$ cat config.mk
export PLATFORM = sky130hd
export DESIGN_NAME = dyn_sched_core
export DESIGN_NICKNAME = d
export VERILOG_FILES = /design/src/rtl/dsc_pkg.sv /design/src/rtl/dsc_pick.sv /design/src/rtl/dsc_station.sv /design/src/rtl/dyn_sched_core.sv
export SDC_FILE = /design/constraint.sdc
export NUM_CORES = 2
export LEC_CHECK = 0
export BUFFER_PORTS_ARGS = -buffer_cell sky130_fd_sc_hd__buf_2
export CORE_MARGIN = 4
export CORE_UTILIZATION = 40
export CTS_BUF_LIST = sky130_fd_sc_hd__clkbuf_8 sky130_fd_sc_hd__clkbuf_16
export DETAILED_ROUTE_END_ITERATION = 7
export PLACE_DENSITY_LB_ADDON = 0.3
export SKIP_LAST_GASP = 1
export SLEW_MARGIN = 20
export SYNTH_ARGS = -nofsm -noshare
export SYNTH_HDL_FRONTEND = slang
export SYNTH_SLANG_ARGS = --single-unit
$ cat constraint.sdc
create_clock -name clk -period 10.4 [get_ports clk]
set_input_delay 1.04 -clock clk [delete_from_list [all_inputs] [get_ports clk]]
set_output_delay 1.04 -clock clk [all_outputs]
set_load 0.01 [all_outputs]
$ cat src/rtl/dsc_pkg.sv
package dsc_pkg;

    typedef enum logic [1:0] {
        OP_LD  = 2'd0,
        OP_ADD = 2'd1,
        OP_SUB = 2'd2,
        OP_MUL = 2'd3
    } dsc_op_e;

    typedef enum logic [1:0] {
        CL_LD = 2'd0,
        CL_AS = 2'd1,
        CL_MD = 2'd2
    } dsc_cls_e;

    function automatic dsc_cls_e op_class(dsc_op_e op);
        case (op)
            OP_LD:   return CL_LD;
            OP_MUL:  return CL_MD;
            default: return CL_AS;
        endcase
    endfunction

endpackage

$ cat src/rtl/dsc_pick.sv
// Lowest-index-first one-hot picker.
module dsc_pick #(
    parameter int N = 8
) (
    input  logic [N-1:0] req,
    output logic [N-1:0] gnt
);
    always_comb begin
        logic found;
        found = 1'b0;
        gnt   = '0;
        for (int i = 0; i < N; i++) begin
            if (req[i] && !found) begin
                gnt[i] = 1'b1;
                found  = 1'b1;
            end
        end
    end
endmodule

$ cat src/rtl/dsc_station.sv
// One scheduling slot: holds operands or producer tags, counts down its latency.
module dsc_station
    import dsc_pkg::*;
#(
    parameter int DW = 16,
    parameter int TW = 3,
    parameter int CW = 4
) (
    input  logic          clk,
    input  logic          rst_n,
    input  logic          alloc,
    input  dsc_op_e       a_op,
    input  logic [DW-1:0] a_v1,
    input  logic [DW-1:0] a_v2,
    input  logic          a_w1,
    input  logic          a_w2,
    input  logic [TW-1:0] a_q1,
    input  logic [TW-1:0] a_q2,
    input  logic [CW-1:0] a_lat,
    input  logic          cdb_valid,
    input  logic [TW-1:0] cdb_tag,
    input  logic [DW-1:0] cdb_value,
    input  logic          grant,
    output logic          busy,
    output logic          done,
    output logic [DW-1:0] result
);
    typedef struct packed {
        logic          busy;
        dsc_op_e       op;
        logic [DW-1:0] v1;
        logic [DW-1:0] v2;
        logic [TW-1:0] q1;
        logic [TW-1:0] q2;
        logic          w1;
        logic          w2;
        logic [CW-1:0] cnt;
    } ent_t;

    ent_t st_d, st_q;

    always_comb begin
        st_d = st_q;
        if (grant) begin
            st_d.busy = 1'b0;
        end else if (alloc) begin
            st_d.busy = 1'b1;
            st_d.op   = a_op;
            st_d.v1   = a_v1;
            st_d.v2   = a_v2;
            st_d.q1   = a_q1;
            st_d.q2   = a_q2;
            st_d.w1   = a_w1;
            st_d.w2   = a_w2;
            st_d.cnt  = a_lat;
        end else if (st_q.busy) begin
            if (st_q.w1 && cdb_valid && cdb_tag == st_q.q1) begin
                st_d.v1 = cdb_value;
                st_d.w1 = 1'b0;
            end
            if (st_q.w2 && cdb_valid && cdb_tag == st_q.q2) begin
                st_d.v2 = cdb_value;
                st_d.w2 = 1'b0;
            end
            if (!st_q.w1 && !st_q.w2 && st_q.cnt != '0)
                st_d.cnt = st_q.cnt - CW'(1);
        end
    end

    always_ff @(posedge clk) begin
        if (!rst_n) st_q <= '0;
        else        st_q <= st_d;
    end

    assign busy = st_q.busy;
    assign done = st_q.busy && !st_q.w1 && !st_q.w2 && st_q.cnt == '0;

    always_comb begin
        case (st_q.op)
            OP_LD:   result = st_q.v1;
            OP_ADD:  result = st_q.v1 + st_q.v2;
            OP_SUB:  result = st_q.v1 - st_q.v2;
            default: result = st_q.v1 * st_q.v2;
        endcase
    end

    // allocation only ever targets a free slot
    a_r2_alloc_free: assert property (@(posedge clk) disable iff (!rst_n)
        alloc |-> !st_q.busy);
    // only a finished slot may own the bus
    a_r9_grant_done: assert property (@(posedge clk) disable iff (!rst_n)
        grant |-> done);
    // a finished slot that loses keeps its result for the retry
    a_r9_hold_result: assert property (@(posedge clk) disable iff (!rst_n)
        (done && !grant) |=> (done && $stable(result)));
    // countdown frozen while any operand is missing
    a_r4_wait_hold: assert property (@(posedge clk) disable iff (!rst_n)
        (st_q.busy && (st_q.w1 || st_q.w2)) |=> $stable(st_q.cnt));
endmodule

$ cat src/rtl/dyn_sched_core.sv
module dyn_sched_core
    import dsc_pkg::*;
#(
    parameter int NREG        = 8,
    parameter int DW          = 16,
    parameter int N_LD        = 3,
    parameter int N_AS        = 3,
    parameter int N_MD        = 2,
    parameter int LAT_LD_MISS = 8,
    parameter int LAT_LD_HIT  = 1,
    parameter int LAT_AS      = 2,
    parameter int LAT_MD      = 4,
    localparam int NST  = N_LD + N_AS + N_MD,
    localparam int TW   = $clog2(NST),
    localparam int RW   = $clog2(NREG)
) (
    input  logic          clk,
    input  logic          rst_n,
    input  logic          iss_valid,
    input  logic [1:0]    iss_op,
    input  logic [RW-1:0] iss_dst,
    input  logic [RW-1:0] iss_src1,
    input  logic [RW-1:0] iss_src2,
    input  logic [DW-1:0] iss_imm,
    input  logic          iss_hit,
    output logic          iss_ready,
    input  logic [RW-1:0] rd_addr,
    output logic [DW-1:0] rd_value,
    output logic          rd_pend,
    output logic [TW-1:0] rd_tag,
    output logic          cdb_valid,
    output logic [TW-1:0] cdb_tag,
    output logic [DW-1:0] cdb_value
);
    localparam int LMAX_A = (LAT_LD_MISS > LAT_LD_HIT) ? LAT_LD_MISS : LAT_LD_HIT;
    localparam int LMAX_B = (LAT_AS > LAT_MD) ? LAT_AS : LAT_MD;
    localparam int LMAX   = (LMAX_A > LMAX_B) ? LMAX_A : LMAX_B;
    localparam int CW     = $clog2(LMAX + 1);

    typedef struct packed {
        logic [NREG-1:0][DW-1:0] val;
        logic [NREG-1:0]         pend;
        logic [NREG-1:0][TW-1:0] tag;
    } rf_t;

    function automatic dsc_cls_e slot_class(int s);
        if (s < N_LD)        return CL_LD;
        if (s < N_LD + N_AS) return CL_AS;
        return CL_MD;
    endfunction

    function automatic rf_t rf_reset();
        rf_t r;
        r = '0;
        for (int k = 0; k < NREG; k++) r.val[k] = DW'(k);
        return r;
    endfunction

    rf_t rf_d, rf_q;

    dsc_op_e               op_e;
    logic [NST-1:0]        st_busy, st_done, st_free;
    logic [NST-1:0][DW-1:0] st_res;
    logic [NST-1:0]        cdb_gnt, alloc_gnt, alloc_vec;
    logic [TW-1:0]         alloc_tag;
    logic                  do_iss;
    logic [DW-1:0]         a_v1, a_v2;
    logic                  a_w1, a_w2;
    logic [TW-1:0]         a_q1, a_q2;
    logic [CW-1:0]         a_lat;

    assign op_e = dsc_op_e'(iss_op);

    // ---- result bus arbitration ----
    dsc_pick #(.N(NST)) u_cdb_pick (.req(st_done), .gnt(cdb_gnt));

    always_comb begin
        cdb_tag = '0;
        for (int s = 0; s < NST; s++)
            if (cdb_gnt[s]) cdb_tag = cdb_tag | TW'(s);
    end
    assign cdb_valid = |cdb_gnt;
    assign cdb_value = st_res[cdb_tag];

    // ---- free slot selection ----
    always_comb begin
        for (int s = 0; s < NST; s++)
            st_free[s] = !st_busy[s] && (slot_class(s) == op_class(op_e));
    end

    dsc_pick #(.N(NST)) u_alloc_pick (.req(st_free), .gnt(alloc_gnt));

    always_comb begin
        alloc_tag = '0;
        for (int s = 0; s < NST; s++)
            if (alloc_gnt[s]) alloc_tag = alloc_tag | TW'(s);
    end
    assign iss_ready = |alloc_gnt;
    assign do_iss    = iss_valid && iss_ready;
    assign alloc_vec = alloc_gnt & {NST{iss_valid}};

    // ---- operand renaming with same-cycle bus bypass ----
    always_comb begin
        a_v1 = rf_q.val[iss_src1];
        a_q1 = rf_q.tag[iss_src1];
        a_w1 = 1'b0;
        if (rf_q.pend[iss_src1]) begin
            if (cdb_valid && cdb_tag == rf_q.tag[iss_src1]) a_v1 = cdb_value;
            else                                            a_w1 = 1'b1;
        end
        a_v2 = rf_q.val[iss_src2];
        a_q2 = rf_q.tag[iss_src2];
        a_w2 = 1'b0;
        if (rf_q.pend[iss_src2]) begin
            if (cdb_valid && cdb_tag == rf_q.tag[iss_src2]) a_v2 = cdb_value;
            else                                            a_w2 = 1'b1;
        end
        a_lat = CW'(LAT_AS);
        case (op_e)
            OP_LD: begin
                a_v1  = iss_imm;
                a_w1  = 1'b0;
                a_w2  = 1'b0;
                a_lat = iss_hit ? CW'(LAT_LD_HIT) : CW'(LAT_LD_MISS);
            end
            OP_MUL:  a_lat = CW'(LAT_MD);
            default: ;
        endcase
    end

    // ---- slots ----
    for (genvar s = 0; s < NST; s++) begin : g_st
        dsc_station #(.DW(DW), .TW(TW), .CW(CW)) u_st (
            .clk       (clk),
            .rst_n     (rst_n),
            .alloc     (alloc_vec[s]),
            .a_op      (op_e),
            .a_v1      (a_v1),
            .a_v2      (a_v2),
            .a_w1      (a_w1),
            .a_w2      (a_w2),
            .a_q1      (a_q1),
            .a_q2      (a_q2),
            .a_lat     (a_lat),
            .cdb_valid (cdb_valid),
            .cdb_tag   (cdb_tag),
            .cdb_value (cdb_value),
            .grant     (cdb_gnt[s]),
            .busy      (st_busy[s]),
            .done      (st_done[s]),
            .result    (st_res[s])
        );
    end

    // ---- register status and values ----
    always_comb begin
        rf_d = rf_q;
        for (int r = 0; r < NREG; r++) begin
            if (cdb_valid && rf_q.pend[r] && rf_q.tag[r] == cdb_tag) begin
                rf_d.val[r]  = cdb_value;
                rf_d.pend[r] = 1'b0;
            end
        end
        if (do_iss) begin
            rf_d.pend[iss_dst] = 1'b1;
            rf_d.tag[iss_dst]  = alloc_tag;
        end
    end

    always_ff @(posedge clk) begin
        if (!rst_n) rf_q <= rf_reset();
        else        rf_q <= rf_d;
    end

    assign rd_value = rf_q.val[rd_addr];
    assign rd_pend  = rf_q.pend[rd_addr];
    assign rd_tag   = rf_q.tag[rd_addr];

    // the broadcasting slot is free in the next cycle
    a_r11_free_after_bcast: assert property (@(posedge clk) disable iff (!rst_n)
        cdb_valid |=> !st_busy[$past(cdb_tag)]);
    // no lower-numbered slot is finished while another broadcasts
    a_r9_lowest_wins: assert property (@(posedge clk) disable iff (!rst_n)
        cdb_valid |-> ((st_done & ((NST'(1) << cdb_tag) - NST'(1))) == '0));
    // accepted destination is marked pending with the new tag
    a_r3_dst_marked: assert property (@(posedge clk) disable iff (!rst_n)
        (iss_valid && iss_ready) |=>
            (rf_q.pend[$past(iss_dst)] && rf_q.tag[$past(iss_dst)] == $past(alloc_tag)));
    // a stalled offer allocates no slot
    a_r1_stall_no_alloc: assert property (@(posedge clk) disable iff (!rst_n)
        (iss_valid && !iss_ready) |=> ((st_busy & ~$past(st_busy)) == '0));
endmodule

==> impl_metrics.py <==
metrics = {
    "cts": {
        "cts_buffer_depth": 3,
        "clockRootBuffer": "clkbuf_16",
        "cts_tree": "built",
        "cts_sinks": 536,
        "clk_latency_ps": 660,
        "postCtsHoldBufs": 0,
        "cts-buffers-inserted": 66,
        "post_cts_buffers": 0,
        "cts_resized": 0,
        "path_clk_slew_ps": 60,
        "htreeDepth": 3,
    },
    "power": {
        "total_leakage_power_nw": 32.1,
        "p_int_mw": 4.12,
        "p_per_area_nw_per_um2": 87.6,
        "combPwrFrac_pct": 29.4,
        "p_clk_share_pct": 37.4,
        "swShare_pct": 37.8,
        "ir_drop_uv": 151,
        "p_switching_mw": 2.50,
        "seq_power_share_pct": 33.1,
    },
    "finish": {
        "postLayoutCellArea_um2": 75500,
        "register_area_um2": 10700,
        "multi_input_area_um2": 54100,
        "fillerInstances": 17600,
        "final_common_cell": "inv_1",
        "final_net_count": 9452,
        "final_cell_mix": "1028 x inv_1, 941 x nand2_1, 648 x fa_1",
        "area_delta_synth_final_pct": 6.67,
        "final_layout_size_suffix_gt1_share_pct": 7.81,
    },
    "sta": {
        "hold_violations": 0,
        "clock_skew_ps": 34.1,
        "period_share_pct": 91.1,
        "min_period_ps": 9470,
        "fin_ws_ps": 927,
        "fin_setup_tns_ps": 0,
        "fmaxAchievable_mhz": 106,
        "rsz0062_at_grt": "no",
        "tightest_slew_ps": 1300,
        "finalSetupViolCount": 0,
        "slew_headroom_pct": 13.4,
        "hold_slack_ps": 476,
        "maxSlewViolCount": 0,
    },
    "drt": {
        "postRouteAntennaNets": 0,
        "routed_wirelength_mm": 262,
        "viasPerCell": 5.94,
        "drc_errors": 0,
        "drt_pass1_iterations": 7,
        "vias": 63000,
        "drt_iter0_markers": 7116,
        "wl_per_cell_um": 24.8,
    },
    "synth": {
        "synth_enable_flop_cells": 0,
        "synth_async_sr_flop_share_pct": 0,
        "syn_nets": 9698,
        "syn_inst": 8444,
        "ys.flop_type": "dfxtp_1",
        "netlist_area_um2": 70800,
        "syn_avg_cell_area_um2": 8.39,
        "ys_types": 109,
        "ys.warnings.count": 0,
        "seq_area_frac_synth_pct": 15.2,
        "synth_seq_cells": 536,
    },
    "worst_setup_path": {
        "crit_path_cell_trace": "nand2_1 > fa_1 > fa_1 > fa_1 > fa_1 > inv_1 > fa_1 > inv_1 > fa_1 > inv_1 > ha_1 > nand2_1 > nand2_1 > a221o_1 > xnor2_1 > a211oi_1 > a221oi_1 > or4_1 > and3_1 > buf_4 > clkinv_2 > buf_2",
        "cp.required_ps": 9360,
        "start_kind": "register",
        "critPathMaxFanout": 18,
        "crit_path_frequent_cell": "fa_1",
        "path_class": "register to primary output",
        "cpPeakStageDelay_ps": 710,
        "endpoint_kind": "primary output",
        "cp_slowest_cell": "dfxtp_1",
        "worstPathArrival_ps": 8430,
    },
    "die": {
        "ioPinCount": 75,
        "rows": 154,
        "fp.dieH_um": 429,
        "die_w_um": 429,
        "die_area_um2": 184000,
        "fp.coreArea_um2": 176000,
        "start_util_pct": 40.2,
    },
    "global_route": {
        "grt_max_degree": 115,
        "grtUsageTotal_pct": 27.6,
        "grt_pass1_vias": 61200,
        "overflow": 0,
        "grt_first_pass_wirelength_mm": 393,
        "antenna_found_initial": 17,
    },
    "place": {
        "portBuffers": 74,
        "gp_congestion": 0.964,
        "dpl_cell_area_um2": 73200,
        "pre_cts_ws_ps": 1800,
        "detailed_place_hpwl_mm": 189,
    },
    "worst_hold_path": {
        "hold_path.class": "register to register",
    },
    "outcome": {
        "status": "finished, final reports clean",
    },
    "run": {
        "cap_violations": 0,
    },
}
## synthesized netlist by cell type (55+ instances only)
cell / count / area share (%)
a211oi_1: 216 / 2.3
a21o_1: 81 / 0.86
a21oi_1: 355 / 2.5
a221oi_1: 64 / 0.79
a31oi_1: 64 / 0.57
and2_1: 563 / 5.0
clkbuf_1: 429 / 2.3
dfxtp_1: 536 / 15
fa_1: 648 / 18
ha_1: 572 / 10
inv_1: 1020 / 5.4
mux2i_1: 162 / 2.3
mux4_2: 120 / 3.8
nand2_1: 941 / 5.0
nand2b_1: 55 / 0.49
nand3_1: 80 / 0.57
nor2_1: 569 / 3.0
nor3_1: 104 / 0.73
o211ai_1: 69 / 0.73
o21a_1: 68 / 0.72
o21ai_0: 287 / 2.0
xnor2_1: 447 / 5.5
xor2_1: 120 / 1.5
## registers in the layout, indices dropped and copies added, names as in the netlist, named ones only
| signal | flops |
|---|---|
| g_st.u_st.st_q | 368 |
| rf_q | 136 |
| g_st.u_st.busy | 8 |
## cells by family after synthesis
group / after synthesis / share of synthesized area [%]
AO/OA/AOI/OAI: 1651 / 16.0
XOR/XNOR: 577 / 7.31
adder cells (fa/ha/maj): 1220 / 28.4
buffers and inverters: 1579 / 8.73
flip-flops: 536 / 15.2
multiplexers: 330 / 6.87
AND/OR/NAND/NOR: 2551 / 17.5
## final timing paths
check	start	cells after the start	slack (ps)	end
max	g_st[5].u_st.st_q[13]	22	930	cdb_value[13]
min reg2reg	g_st[2].u_st.st_q[44]	2	480	g_st[2].u_st.st_q[44]
min	g_st[2].u_st.st_q[44]	2	480	g_st[2].u_st.st_q[44]
max reg2reg	g_st[5].u_st.st_q[13]	23	1660	g_st[2].u_st.st_q[41]
## power groups by stage
stage                     sequential, mW  clock, mW  combinational (mW)
after global placement              2.23          0                1.85
after detailed placement            2.24          0                1.87
after global routing                2.20       2.56                2.02
after CTS                           2.19       2.48                1.88
final                               2.19       2.48                1.95
after floorplan                     2.17          0                1.21
## area by class of cell
| cell class | instances | share of cell area, % |
|---|---|---|
| flip-flops and latches | 536 | 14.2 |
| multi-input cells | 6329 | 71.6 |
| inverters | 1027 | 5.11 |
| clock buffers | 81 | 2.46 |
| diodes | 13 | 0.0431 |
| repair buffers | 238 | 2.13 |
| clock inverters | 35 | 0.548 |
| well taps | 2340 | 3.88 |
## metrics by stage
| stage | util (%) | instances | total power, mW |
|---|---|---|---|
| 2_1_floorplan | - | 8444 | 3.39 |
| 3_3_place_gp | 41.6 | 10500 | 4.08 |
| 3_5_place_dp | 41.6 | 10500 | 4.10 |
| 4_1_cts | 42.9 | 10600 | 6.55 |
| 5_1_grt | 42.9 | 10600 | 6.78 |
| 6_report | 42.9 | 10600 | 6.62 |
## per-layer routing
metal  up-vias  part of all wire [%]  global-route usage [%]
li1      27800                     -                       -
met1     31200                    40                    36.8
met2      3228                    43                    41.7
met3       747                    10                    5.61
met4        11                   6.8                    15.7
met5         -                 0.057                       0
## critical path, delay by kind of cell (launching register included)
family	cells	cell delay, ps
adder cells (fa/ha/maj)	7	3430
buffers and inverters	6	1390
AO/OA/AOI/OAI	3	1150
flip-flops	1	710
AND/OR/NAND/NOR	5	690
XOR/XNOR	1	410
No activity file was read; power rests on OpenSTA's default activity.
